File: src/rtl/tok_l1_wperm.sv
module tok_l1_wperm #(
  parameter int HOLD_CYCLES = 100
) (
  input  logic       clk,
  input  logic       rst_n,
  input  logic       no_mig,
  input  logic       req_valid,
  input  logic [1:0] req_type,
  input  logic       set_valid,
  input  logic [4:0] set_state,
  input  logic       lock_other,
  input  logic       lock_write,
  output logic [4:0] state,
  output logic       hit,
  output logic       retry,
  output logic       wr_req,
  output logic       rd_req,
  output logic [1:0] tmo_evt
);
  localparam int CW = $clog2(HOLD_CYCLES + 1);

  typedef enum logic [4:0] {
    ST_NOTP = 5'd0,  ST_INV  = 5'd1,  ST_SHR  = 5'd2,  ST_OWN  = 5'd3,
    ST_DEX  = 5'd4,  ST_MIG  = 5'd5,  ST_DEXH = 5'd6,  ST_MIGH = 5'd7,
    ST_I2X  = 5'd8,  ST_S2X  = 5'd9,  ST_O2X  = 5'd10, ST_I2S  = 5'd11,
    ST_INVL = 5'd12, ST_SHRL = 5'd13, ST_I2XL = 5'd14, ST_I2SL = 5'd15,
    ST_S2XL = 5'd16
  } st_t;

  st_t         cur, nxt;
  logic [CW-1:0] cnt;
  logic        aflag, aflag_nxt;

  wire cur_hold = (cur == ST_DEXH) || (cur == ST_MIGH);
  wire nxt_hold = (nxt == ST_DEXH) || (nxt == ST_MIGH);
  wire expire   = cur_hold && (cnt == CW'(1));
  wire live     = req_valid && (req_type != 2'd3);
  wire ld       = req_valid && (req_type == 2'd0);
  wire wr_cls   = req_valid && ((req_type == 2'd1) || (req_type == 2'd2 && !no_mig));
  wire at_cls   = req_valid && (req_type == 2'd2) && no_mig;
  wire is_at    = (req_type == 2'd2);

  assign state = cur;

  always_comb begin
    nxt       = cur;
    aflag_nxt = aflag;
    hit       = 1'b0;
    retry     = 1'b0;
    wr_req    = 1'b0;
    rd_req    = 1'b0;
    tmo_evt   = 2'd0;
    if (set_valid) begin
      nxt   = st_t'(set_state);
      retry = live;
    end else if (expire) begin
      retry     = live;
      aflag_nxt = 1'b0;
      if (lock_other) begin
        tmo_evt = lock_write ? 2'd3 : 2'd2;
      end else begin
        tmo_evt = 2'd1;
        if (cur == ST_MIGH && !(no_mig && aflag)) nxt = ST_MIG;
        else nxt = ST_DEX;
      end
    end else if (live) begin
      case (cur)
        ST_NOTP, ST_INV: begin
          if (ld) begin
            rd_req = 1'b1;
            nxt    = ST_I2S;
          end else begin
            wr_req    = 1'b1;
            nxt       = ST_I2X;
            aflag_nxt = is_at;
          end
        end
        ST_INVL: begin
          if (ld) begin
            rd_req = 1'b1;
            nxt    = ST_I2SL;
          end else begin
            wr_req    = 1'b1;
            nxt       = ST_I2XL;
            aflag_nxt = is_at;
          end
        end
        ST_SHR, ST_SHRL, ST_OWN: begin
          if (ld) begin
            hit = 1'b1;
          end else begin
            wr_req    = 1'b1;
            aflag_nxt = is_at;
            nxt = (cur == ST_SHR) ? ST_S2X : (cur == ST_OWN) ? ST_O2X : ST_S2XL;
          end
        end
        ST_DEX: begin
          hit = 1'b1;
          if (wr_cls) nxt = ST_MIG;
        end
        ST_MIG: begin
          hit = 1'b1;
          if (at_cls) nxt = ST_DEX;
        end
        ST_DEXH: begin
          hit = 1'b1;
          if (wr_cls) nxt = ST_MIGH;
        end
        ST_MIGH: hit = 1'b1;
        default: retry = 1'b1;
      endcase
    end
  end

  always_ff @(posedge clk) begin
    if (!rst_n) begin
      cur   <= ST_NOTP;
      aflag <= 1'b0;
      cnt   <= '0;
    end else begin
      cur   <= nxt;
      aflag <= aflag_nxt;
      if (nxt_hold && (!cur_hold || set_valid)) cnt <= CW'(HOLD_CYCLES);
      else if (nxt_hold && cnt != '0) cnt <= cnt - CW'(1);
      else if (!nxt_hold) cnt <= '0;
    end
  end
endmodule


File: config.mk
export PLATFORM = sky130hd
export DESIGN_NAME = tok_l1_wperm
export DESIGN_NICKNAME = d
export VERILOG_FILES = /design/src/rtl/tok_l1_wperm.sv
export SDC_FILE = /design/constraint.sdc
export NUM_CORES = 1
export LEC_CHECK = 0
export ABC_AREA = 1
export BUFFER_PORTS_ARGS = -buffer_cell sky130_fd_sc_hd__buf_4
export CAP_MARGIN = 5
export CORE_ASPECT_RATIO = 1.4
export CORE_UTILIZATION = 45
export CTS_CLUSTER_DIAMETER = 200
export DETAILED_ROUTE_END_ITERATION = 16
export PLACE_DENSITY = 0.77
export SYNTH_ARGS = -nofsm -noshare
export SYNTH_HDL_FRONTEND = slang
export SYNTH_SLANG_ARGS = --single-unit
File: constraint.sdc
create_clock -name clk -period 2.5 [get_ports clk]
set_clock_uncertainty 0.05 [all_clocks]
set_input_delay 0.375 -clock clk [delete_from_list [all_inputs] [get_ports clk]]
set_output_delay 0.375 -clock clk [all_outputs]
set_load 0.01 [all_outputs]
==> metrics.md <==
| Metric | Value |
|---|---|
| Status | finished, final reports clean |
| Leak pwr | 0.000705 uW |
| Endpoint, Worst Hold | cnt[6] |
| Most area-consuming cells after synthesis | dfxtp_1, nand2_1, nor2_1 |
| Area leader, netlist | dfxtp_1 |
| Overall routed net length | approximately 3300 um |
| Crit-path max FO | 7 |
| # diodes | 0 |
| Switching Share | 39.3% |
| Final hold vios | 0 |
| Setup TNS | 0 ns |
| CP Launch Type | flip-flop |
| Non-Filler Instances | 265 |
| MaxCap Viol Count | 0 |
| Core ar. | 2620 sq um |
| Worst min path class | input port to flip-flop |
| CP most frequent cell | nand2_2 |
| CTS sink cnt | 13 |
| First-pass GRT wire length | 5580 um |
| Hold path depth | 3 |
| Reg2Reg Capture Point | cnt[4] |
| Part of the power in registers | about two fifths |
| Buffers on Ports | 24 |
| WP data arrival | 1.83 ns |
| Final HPWL DP | roughly 2700 um |
| Initial antenna violation count | 0 |
| Worst path max stage delay | 0.47 ns |
| Nets | roughly 250 |
| Fmax | 0.442 GHz |
| R2R setup slack | 0.36 ns |
| R2R depth | 11 |
| CTS H-tree lvls | 1 |
| Final core occ | 56.6% |
| Kind of critical path | flip-flop to output pin |
| EDFF count, synth | 0 |
| # hold bufs at CTS | 0 |
| CTS tree | done |
| Switch Pwr | 235 uW |
| Initial Utilization | 47.2% |
| Area used by multi-input combinational logic | 847 sq um |
| VDD IR max | 258 uV |
| Total number of vias | between 1k and 1.5k |
| Layout cells sized above 1 | 26.6% |
| Gr usage total | 25.9% |
| Yosys warns | 0 |
| Cells after Synth | 202 |
| Area growth, synth to finish | 19.8% |
| Die ar. | just under 3000 sq um |
| FILL cells | 259 |
| Num CTS Buffers | 3 |
| Comb pwr share | approximately two fifths |
| Clk root buf | clkbuf_4 |
| Met3 usage | 2.26% |
| Worst slew pin tran | 0.357 ns |
| Reg2reg start | state[2] |
| Sequential area share after synthesis | between 20% and 30% |
| CP max stage cell | dfxtp_1 |
| DR DRC count | 0 |
| Hold path start | rst_n |
| Synth Register Bits | 13 |
| Sequential cell area | 260 sq um |
| Post-synthesis cell type count | 27 |
| DRT iter0 DRCs | 55 |
| Post-synth top flop | dfxtp_1 |
| # Post-CTS Setup Buffers | 0 |
| Largest net degree at the start of global routing | 11 |
| DR WL/cell | 12.4 um |
| Die H | 64.0 um |
| Cell Chain, Critical Path | nand3_2 -> nor2_2 -> nand2_2 -> nand2_2 -> inv_1 -> a21oi_1 -> buf_4 |
| Normalized max-slew margin | 76.2% |
| Worst path top cell family by delay | simple AND/OR/NAND/NOR gates |
| Syn avg cell area | approximately 6.1 sq um |
| Post-Syn Area | 1230 sq um |
| Clock power share | 23.2% |
| Clk_lat worst skew | 0.30 ns |
| Total grt overflow | 0 |
| Asr flop ratio synth | 0% |
| DRT antenna net count | 0 |
| Area share of the largest cell type after synthesis | 21.1% |
| Drt pass-1 iters | 4 |
| Setup Viol. Count Final | 0 |
| Gp weighted congestion | 1.03 |
| Commonest cells post-synth | nand2_1, nor2_1, inv_1 |
| Vias per Instance | 5.19 |
| Row count | 22 |
| CP bufs+invs | 2 |
| Crit. End Element | output pin |
| Clock Tree Buf Depth | 2 |
| Critical Path RT | around 2.1 ns |
| Die Width | about 46 um |
| Hold WS | 0.295 ns |
| Pwr/cell area | roughly 400 nW/um^2 |
| Fin crit share | 90.4% |
| Most used routing layer | met2 |
| Fin crit period | 2.26 ns |
| Grt met1 use | 28.0% |
| Worst-path clk slew | 0.09 ns |
| Top Ports | 25 |
| Post-Place Cells | 261 |
| Synth Net Count | 218 |
| Vias in the first global route | 1325 |
| Unrepaired setup endpoints after global routing | false |
| Post-CTS Resized | 0 |
| Cell internal pwr | 363 uW |
| Final Slew Violations | 0 |
| Count leader, synth | nand2_1 |
| GRT met2 Usage | 43.1% |
## flip-flops by register name, indices dropped and copies added, names as in the netlist
signal  flops
state       5
aflag       1
cnt         7
## per-stage QoR
stage          area [sq um]  total power (uW)  worst slack, ns
5_1_grt                1480               630            0.131
6_report               1480               597            0.240
3_5_place_dp           1450               461            0.348
4_1_cts                1480               597            0.272
2_1_floorplan          1230               395            0.634
3_3_place_gp           1450               461            0.342
## worst max-delay path by stage
stage	start	to	slack, ns	cells past startpoint
final	state[2]	retry	0.24	7
after global routing	state[2]	hit	0.13	5
after CTS	state[2]	hit	0.27	5
after detailed placement	req_type[0]	cnt[4]	0.35	17
after global placement	req_type[0]	cnt[5]	0.34	16
after floorplan	state[4]	cnt[0]	0.63	15
## final cells by class
class                           count  area share, %
Multi-Input combinational cell    157           57.3
Sequential cell                    13           17.6
Timing Repair Buffer               25           12.7
Inverter                           30           7.61
Tap cell                           36           3.05
Clock buffer                        4           1.78
## metal layers
metal  up-vias  wire length, um
li1        700                -
met1       617             1310
met2        38             1700
met3        21               75
met4         0              202
met5         -                0
## power by group through the flow
stage	combinational [uW]	clock [uW]	sequential (uW)
2_1_floorplan	162	0	233
3_3_place_gp	226	0	236
3_5_place_dp	225	0	236
4_1_cts	226	140	231
5_1_grt	253	145	233
6_report	228	139	231
## tightest hold or removal path: stages
cell,delay (ns)
buf_4,0.11
nand2_1,0.06
nor2_1,0.07
## cell usage in the layout (no fill, tap or decap)
cell,Yosys,routed
buf_4,0,25
nand2_4,3,3
nor2_4,4,4
inv_1,25,25
nand3_4,1,1
inv_2,5,5
a21oi_1,15,15
o21ai_1,1,1
or2_2,1,1
clkbuf_4,0,3
xnor2_1,2,2
nor3_4,1,1
nand3_1,16,16
nand4_1,5,5
nand3_2,3,3
dfxtp_1,13,13
nor2_1,27,27
nor3_1,7,7
ha_1,2,2
o21ai_0,6,6
a211oi_1,1,1
nand2_2,10,10
xor2_1,2,2
clkbuf_1,1,1
nand2_1,44,44
nor2_2,4,4
a21boi_2,1,1
o41ai_1,1,1
## cell families (layout without fill, tap and decap cells)
kind of cell             Yosys count  after routing  synth area share, %
buffers and inverters             32             59                 10.3
AND/OR/NAND/NOR                  126            126                 52.6
AO/OA/AOI/OAI                     25             25                 11.1
XOR/XNOR                           4              4                 2.84
flip-flops                        13             13                 21.1
adder cells (fa/ha/maj)            2              2                 2.03
No activity file was read; power rests on OpenSTA's default activity.
